File: src/rtl/dvfs_seq.sv
module dvfs_seq #(
  parameter int RESET_LVL = 9,
  parameter int TW = 16
) (
  input  logic          clk,
  input  logic          rst_n,
  input  logic          req_valid,
  input  logic [3:0]    req_lvl,
  output logic          req_ready,
  input  logic [TW-1:0] timeout_lim,
  output logic [31:0]   div0_word,
  output logic          div0_we,
  input  logic [7:0]    div0_busy,
  output logic [31:0]   div1_word,
  output logic          div1_we,
  input  logic [1:0]    div1_busy,
  output logic [31:0]   pll_cfg,
  output logic          pll_we,
  output logic [15:0]   lock_cnt,
  output logic          lock_we,
  input  logic          pll_locked,
  output logic          mux_sel,
  input  logic [2:0]    mux_stat,
  output logic          done,
  output logic          err,
  output logic [3:0]    cur_lvl
);

  localparam logic [3:0] RST_L = 4'(RESET_LVL);
  localparam logic [31:0] DIV1_W = 32'h0000_0020;

  typedef enum logic [3:0] {
    IDLE, D0W, D0T, D1W, D1T, SW, MA, MAT, LKW, PW, LKT, MM, MMT
  } st_t;

  function automatic logic [18:0] pms(input logic [3:0] l);
    case (l)
      4'd0:  pms = {10'd425, 6'd6, 3'd0};
      4'd1:  pms = {10'd200, 6'd3, 3'd0};
      4'd2:  pms = {10'd250, 6'd4, 3'd0};
      4'd3:  pms = {10'd175, 6'd3, 3'd0};
      4'd4:  pms = {10'd325, 6'd6, 3'd0};
      4'd5:  pms = {10'd200, 6'd4, 3'd0};
      4'd6:  pms = {10'd275, 6'd6, 3'd0};
      4'd7:  pms = {10'd125, 6'd3, 3'd0};
      4'd8:  pms = {10'd150, 6'd4, 3'd0};
      4'd9:  pms = {10'd100, 6'd3, 3'd0};
      4'd10: pms = {10'd175, 6'd3, 3'd1};
      4'd11: pms = {10'd200, 6'd4, 3'd1};
      4'd12: pms = {10'd125, 6'd3, 3'd1};
      4'd13: pms = {10'd100, 6'd3, 3'd1};
      4'd14: pms = {10'd200, 6'd4, 3'd2};
      default: pms = {10'd100, 6'd3, 3'd2};
    endcase
  endfunction

  function automatic logic [31:0] pword(input logic [3:0] l);
    logic [18:0] v;
    v = pms(l);
    pword = {6'd0, v[18:9], 2'd0, v[8:3], 5'd0, v[2:0]};
  endfunction

  function automatic logic [31:0] dword(input logic [3:0] l);
    logic [2:0] cpd, trc, dbg, apl;
    cpd = (l == 4'd0 || l == 4'd1 || l == 4'd6) ? 3'd3 : (l <= 4'd5) ? 3'd2 : 3'd1;
    trc = (l <= 4'd2) ? 3'd7 : (l <= 4'd4) ? 3'd6 : (l <= 4'd6) ? 3'd5 :
          (l <= 4'd9) ? 3'd4 : (l <= 4'd11) ? 3'd3 : (l <= 4'd13) ? 3'd2 : 3'd1;
    dbg = (l == 4'd0) ? 3'd3 : 3'd1;
    apl = (l == 4'd0) ? 3'd5 : (l <= 4'd3) ? 3'd4 : (l <= 4'd6) ? 3'd3 :
          (l <= 4'd9) ? 3'd2 : 3'd1;
    dword = {5'd0, apl, 1'b0, dbg, 1'b0, trc, 8'h77, 1'b0, cpd, 4'd0};
  endfunction

  st_t st;
  logic [3:0] tgt;
  logic faster, relock, second;
  logic [TW-1:0] cnt;
  logic cond;

  wire relock_now = pms(req_lvl)[18:3] != pms(cur_lvl)[18:3];
  wire waiting = st inside {D0T, D1T, MAT, LKT, MMT};

  always_comb
    case (st)
      D0T:     cond = div0_busy == '0;
      D1T:     cond = div1_busy == '0;
      MAT:     cond = mux_stat == 3'd2;
      LKT:     cond = pll_locked;
      MMT:     cond = mux_stat == 3'd1;
      default: cond = 1'b0;
    endcase

  wire go  = waiting && cnt != '0 && cond;
  wire tmo = waiting && !go && cnt != '0 && cnt >= timeout_lim;
  wire phase_end = (st == SW) || (go && (st == D1T || st == MMT));

  assign req_ready = st == IDLE;

  always_ff @(posedge clk or negedge rst_n)
    if (!rst_n) begin
      st <= IDLE; tgt <= RST_L; faster <= 1'b0; relock <= 1'b0; second <= 1'b0;
      cnt <= '0; cur_lvl <= RST_L; done <= 1'b0; err <= 1'b0; mux_sel <= 1'b0;
      div0_word <= dword(RST_L); div1_word <= DIV1_W; pll_cfg <= pword(RST_L);
      lock_cnt <= '0; div0_we <= 1'b0; div1_we <= 1'b0; pll_we <= 1'b0; lock_we <= 1'b0;
    end else begin
      div0_we <= 1'b0; div1_we <= 1'b0; pll_we <= 1'b0; lock_we <= 1'b0; done <= 1'b0;
      cnt <= (waiting && !go && !tmo) ? cnt + 1'b1 : '0;
      case (st)
        IDLE: if (req_valid) begin
          if (req_lvl == cur_lvl) done <= 1'b1;
          else begin
            tgt <= req_lvl;
            faster <= req_lvl < cur_lvl;
            relock <= relock_now;
            second <= 1'b0;
            st <= (req_lvl < cur_lvl) ? D0W : (relock_now ? MA : SW);
          end
        end
        D0W: begin div0_word <= dword(tgt); div0_we <= 1'b1; st <= D0T; end
        D0T: if (go) st <= D1W;
        D1W: begin div1_word <= DIV1_W; div1_we <= 1'b1; st <= D1T; end
        SW:  begin pll_cfg <= {pll_cfg[31:3], pms(tgt)[2:0]}; pll_we <= 1'b1; end
        MA:  begin mux_sel <= 1'b1; st <= MAT; end
        MAT: if (go) st <= LKW;
        LKW: begin lock_cnt <= 16'(pms(tgt)[8:3]) * 16'd250; lock_we <= 1'b1; st <= PW; end
        PW:  begin pll_cfg <= pword(tgt); pll_we <= 1'b1; st <= LKT; end
        LKT: if (go) st <= MM;
        MM:  begin mux_sel <= 1'b0; st <= MMT; end
        default: ;
      endcase
      if (phase_end) begin
        if (!second) begin
          second <= 1'b1;
          st <= faster ? (relock ? MA : SW) : D0W;
        end else begin
          cur_lvl <= tgt; done <= 1'b1; st <= IDLE;
        end
      end
      if (tmo) begin err <= 1'b1; mux_sel <= 1'b0; st <= IDLE; end
    end

endmodule

File: config.mk
export PLATFORM = sky130hd
export DESIGN_NAME = dvfs_seq
export DESIGN_NICKNAME = d
export VERILOG_FILES = /design/src/rtl/dvfs_seq.sv
export SDC_FILE = /design/constraint.sdc
export NUM_CORES = 1
export LEC_CHECK = 0
export ABC_AREA = 1
export BUFFER_PORTS_ARGS = -buffer_cell sky130_fd_sc_hd__buf_2
export CAP_MARGIN = 20
export CORE_MARGIN = 5
export CORE_UTILIZATION = 58
export DETAILED_ROUTE_END_ITERATION = 8
export GPL_ROUTABILITY_DRIVEN = 0
export PLACE_DENSITY = 0.87
export SYNTH_ARGS = -nofsm -noshare
export SYNTH_HDL_FRONTEND = slang
export SYNTH_SLANG_ARGS = --single-unit
File: constraint.sdc
create_clock -name clk -period 8.8 [get_ports clk]
set_input_delay 0.44 -clock clk [delete_from_list [all_inputs] [get_ports clk]]
set_output_delay 0.44 -clock clk [all_outputs]
set_load 0.01 [all_outputs]
==> key figures <==
STA
  • Setup violators final: 0
  • Fin. max-slew vios: 0
  • Slew @ Worst Pin: 0.899 ns
  • Smallest hold slack: 0.285 ns
  • Final Hold Fails: 0
  • RSZ-0062 raised after global routing: false
  • Final period util: 49.0%
  • Final setup margin: 4.48 ns
  • Skew final: 0.0122 ns
  • Tmin final: 4.32 ns
  • Highest Clock Rate: 0.232 GHz
  • TNS Setup: 0 ns
  • Worst slew margin: 40.1%

GRT
  • Largest net degree at the start of global routing: 73
  • Initial antenna violation count: 0
  • First-pass GRT wire length: 21900 um
  • GR Overflow Total: 0
  • Vias in the first global route: 4957
  • Gr usage total: 20.5%

Finish
  • P&R area growth vs syn: 7.18%
  • Share of layout cells above drive strength 1: 14.9%
  • Final Cell Area: 6480 um2
  • Fin util: 63.3%
  • # nets final: 1029
  • Antenna cells: 0

Worst setup path
  • Most used cell along the critical path: inv_1
  • WP data required: 9.07 ns
  • Slowest CP cell: fa_1
  • Crit-path max FO: 8
  • Buf/Inv on CP: 4
  • Kind of critical path: register to register
  • Worst EP arrival: 4.58 ns
  • Crit start category: register
  • CP endpoint kind: register
  • CP Cell Sequence: inv_1 > ha_1 > nand2_1 > inv_1 > nor2_1 > nand2_1 > nand2_1 > inv_1 > fa_1 > inv_1 > ha_1 > ha_1 > fa_1 > a22oi_1 > o21ai_0 > xor2_1 > o21ai_0
  • Crit-path max cell delay: 0.62 ns
  • Delay-heaviest family, CP: adder cells

Synth
  • Avg Inst Size Synth: 7.02 um2
  • Top_reg_cell synth: dfrtp_1
  • Post-synth EDFFs: 0
  • Cells after synthesis: 861
  • Yosys cell types: 46
  • Syn. warnings: 0
  • Post-Syn Area: 6040 um2
  • Yosys reg bits: 72
  • Ys async rst share: 100%
  • Post-synthesis sequential area ratio: 30.1%

Floorplan
  • Std cell rows: 37
  • Die Wd: 112 um
  • Chip Height: 112 um
  • Io pins: 161
  • Core ar.: 10200 um2
  • Die Area: 12600 um2
  • Initial Utilization: 59.1%

Clocking
  • CTS root buf: clkbuf_8
  • CTS tree: built
  • Sink Count: 72
  • Htree depth: 3
  • Hold_buf cts: 0
  • TritonCTS Buffers: 9
  • Clock buffer depth: 2
  • Post-CTS sizing: 0
  • Post-CTS setup buffer count: 0
  • Reg clk slew, reported paths: 0.08 ns
  • Worst skew pair latency: 0.35 ns

Outcome
  • Status: completed

Placement
  • Placed cell area: 6250 um2
  • Post-Place Worst Slack: 4.61 ns
  • Dpl hpwl: 10300 um
  • IO Port Bufs: 82

Drt
  • Mean routed wirelength per cell: 12.3 um
  • Vias: 5392
  • Top sig layer: met4
  • Remaining routing DRC violations: 0
  • Final wirelength: 13300 um
  • Met3 wire len: 745 um
  • Wire length on met2: 6690 um
  • Via/cell ratio: 5.01
  • M1 WL: 5710 um
  • Pre-antenna DRT Iters: 5
  • Initial DRC count: 318
  • Antenna Violating Nets Remaining: 0

Power
  • Leak Pwr: 3.64 nW
  • Max VDD drop: 0.000306 V
  • Pwr/cell area: 362 nW/um2

Run
  • Max_cap viols: 0

Min path
  • Class of the worst hold path: primary input to async pin
==> where the power goes <==
part	switching [mW]	internal, mW	leakage (nW)
clock	0.138	0.163	0.116
combinational	0.915	0.535	2.62
sequential	0.129	0.466	0.901
total	1.18	1.16	3.64
==> stage by stage <==
step	cells	power (mW)
finish	1077	2.35
global route	1077	2.61
CTS	1077	2.35
detailed placement	1061	2.03
global placement	1061	1.98
floorplan	937	1.70
==> worst reg2reg max path: stages (launching register included) <==
cell	delay, ns
dfstp_2	0.59
inv_1	0.14
ha_1	0.30
nand2_1	0.13
inv_1	0.07
nor2_1	0.11
nand2_1	0.10
nand2_1	0.28
inv_1	0.23
fa_1	0.62
inv_1	0.07
ha_1	0.30
ha_1	0.23
fa_1	0.40
a22oi_1	0.16
o21ai_0	0.16
xor2_1	0.17
o21ai_0	0.17
==> placed cells by master (no fill, tap or decap), types with 2 or more instances in the layout <==
cell         n
inv_2        7
nand4_1      5
nand3_1     47
o211ai_1     3
o22ai_1      2
nor4_1       3
a22oi_1      2
o21a_1       4
clkbuf_8     9
nor2_2       5
o21ai_0     59
buf_4        2
dfrtp_1     60
a31oi_1      6
xor2_1       4
nor3_2       5
nor2_4       2
ha_1        53
conb_1      78
bufinv_16    2
nor3_1       6
inv_1       95
a21oi_1     31
nor3b_1      6
nand2_1    228
or2_2        2
nand2_2      2
nor2_1      95
buf_2       82
dfstp_2     12
fa_1         3
clkinv_1     2
clkinv_4     2
==> metal layers <==
| metal | vias to the layer above | track usage [%] |
|---|---|---|
| met5 | - | 0 |
| met4 | 0 | 5.21 |
| met3 | 16 | 2.64 |
| met2 | 159 | 36.8 |
| met1 | 2481 | 26.3 |
| li1 | 2736 | - |
==> area by class of cell <==
cell class              count  area [um2]
repair buffers             84         425
multi-input cells         665        3450
fillers                   954        3750
clock buffers               9         124
inverters                 104         390
well taps                 136         170
clock inverters             7         103
flip-flops and latches     72        1820
==> final timing paths <==
path | from | to | slack [ns] | cells after the start
max in group asynchronous | rst_n | lock_we | 7.92 | 2
min in group clk | req_valid | done | 0.36 | 3
hold reg to reg | div0_word[21] | div0_word[21] | 0.47 | 2
setup reg to reg | tgt[0] | lock_cnt[9] | 4.48 | 17
setup / recovery | tgt[0] | lock_cnt[9] | 4.48 | 17
hold / removal | rst_n | lock_cnt[9] | 0.29 | 2
==> registers in the layout (all words and copies together) (netlist names), 4 cells and up <==
register	cells
pll_cfg	14
cur_lvl	4
tgt	4
div0_word	9
lock_cnt	11
st	4
cnt	16
==> cell usage after synthesis, drive strengths merged, types with 2 or more instances <==
cell type | n | area (um2)
nor4 | 3 | 18.8
dfrtp | 60 | 1500
fa | 3 | 60.1
nor3b | 6 | 45.0
ha | 53 | 663
conb | 2 | 7.51
nand2 | 230 | 868
inv | 102 | 383
a22oi | 2 | 15.0
dfstp | 12 | 315
o211ai | 3 | 22.5
nand4 | 5 | 31.3
buf | 87 | 639
nand3 | 49 | 263
o22ai | 2 | 12.5
o21ai | 61 | 309
nor3 | 11 | 80.1
nor2 | 102 | 410
or2 | 2 | 12.5
clkinv | 2 | 7.51
a31oi | 6 | 37.5
o21a | 4 | 30.0
clkbuf | 9 | 33.8
a21oi | 32 | 164
xor2 | 4 | 35.0
==> logic make-up (layout without fill, tap and decap cells) <==
family	Yosys count	in the layout	share of synthesized area, %
flops	72	72	30.1
mux	2	2	0.352
compound gates	114	114	10.3
buf+inv	200	204	17.6
simple gates	410	410	28.8
other cells	2	78	0.124
fa+ha+maj	56	56	12.0
xor+xnor	5	5	0.724
Note: power is estimated with default switching activity, not from simulation.
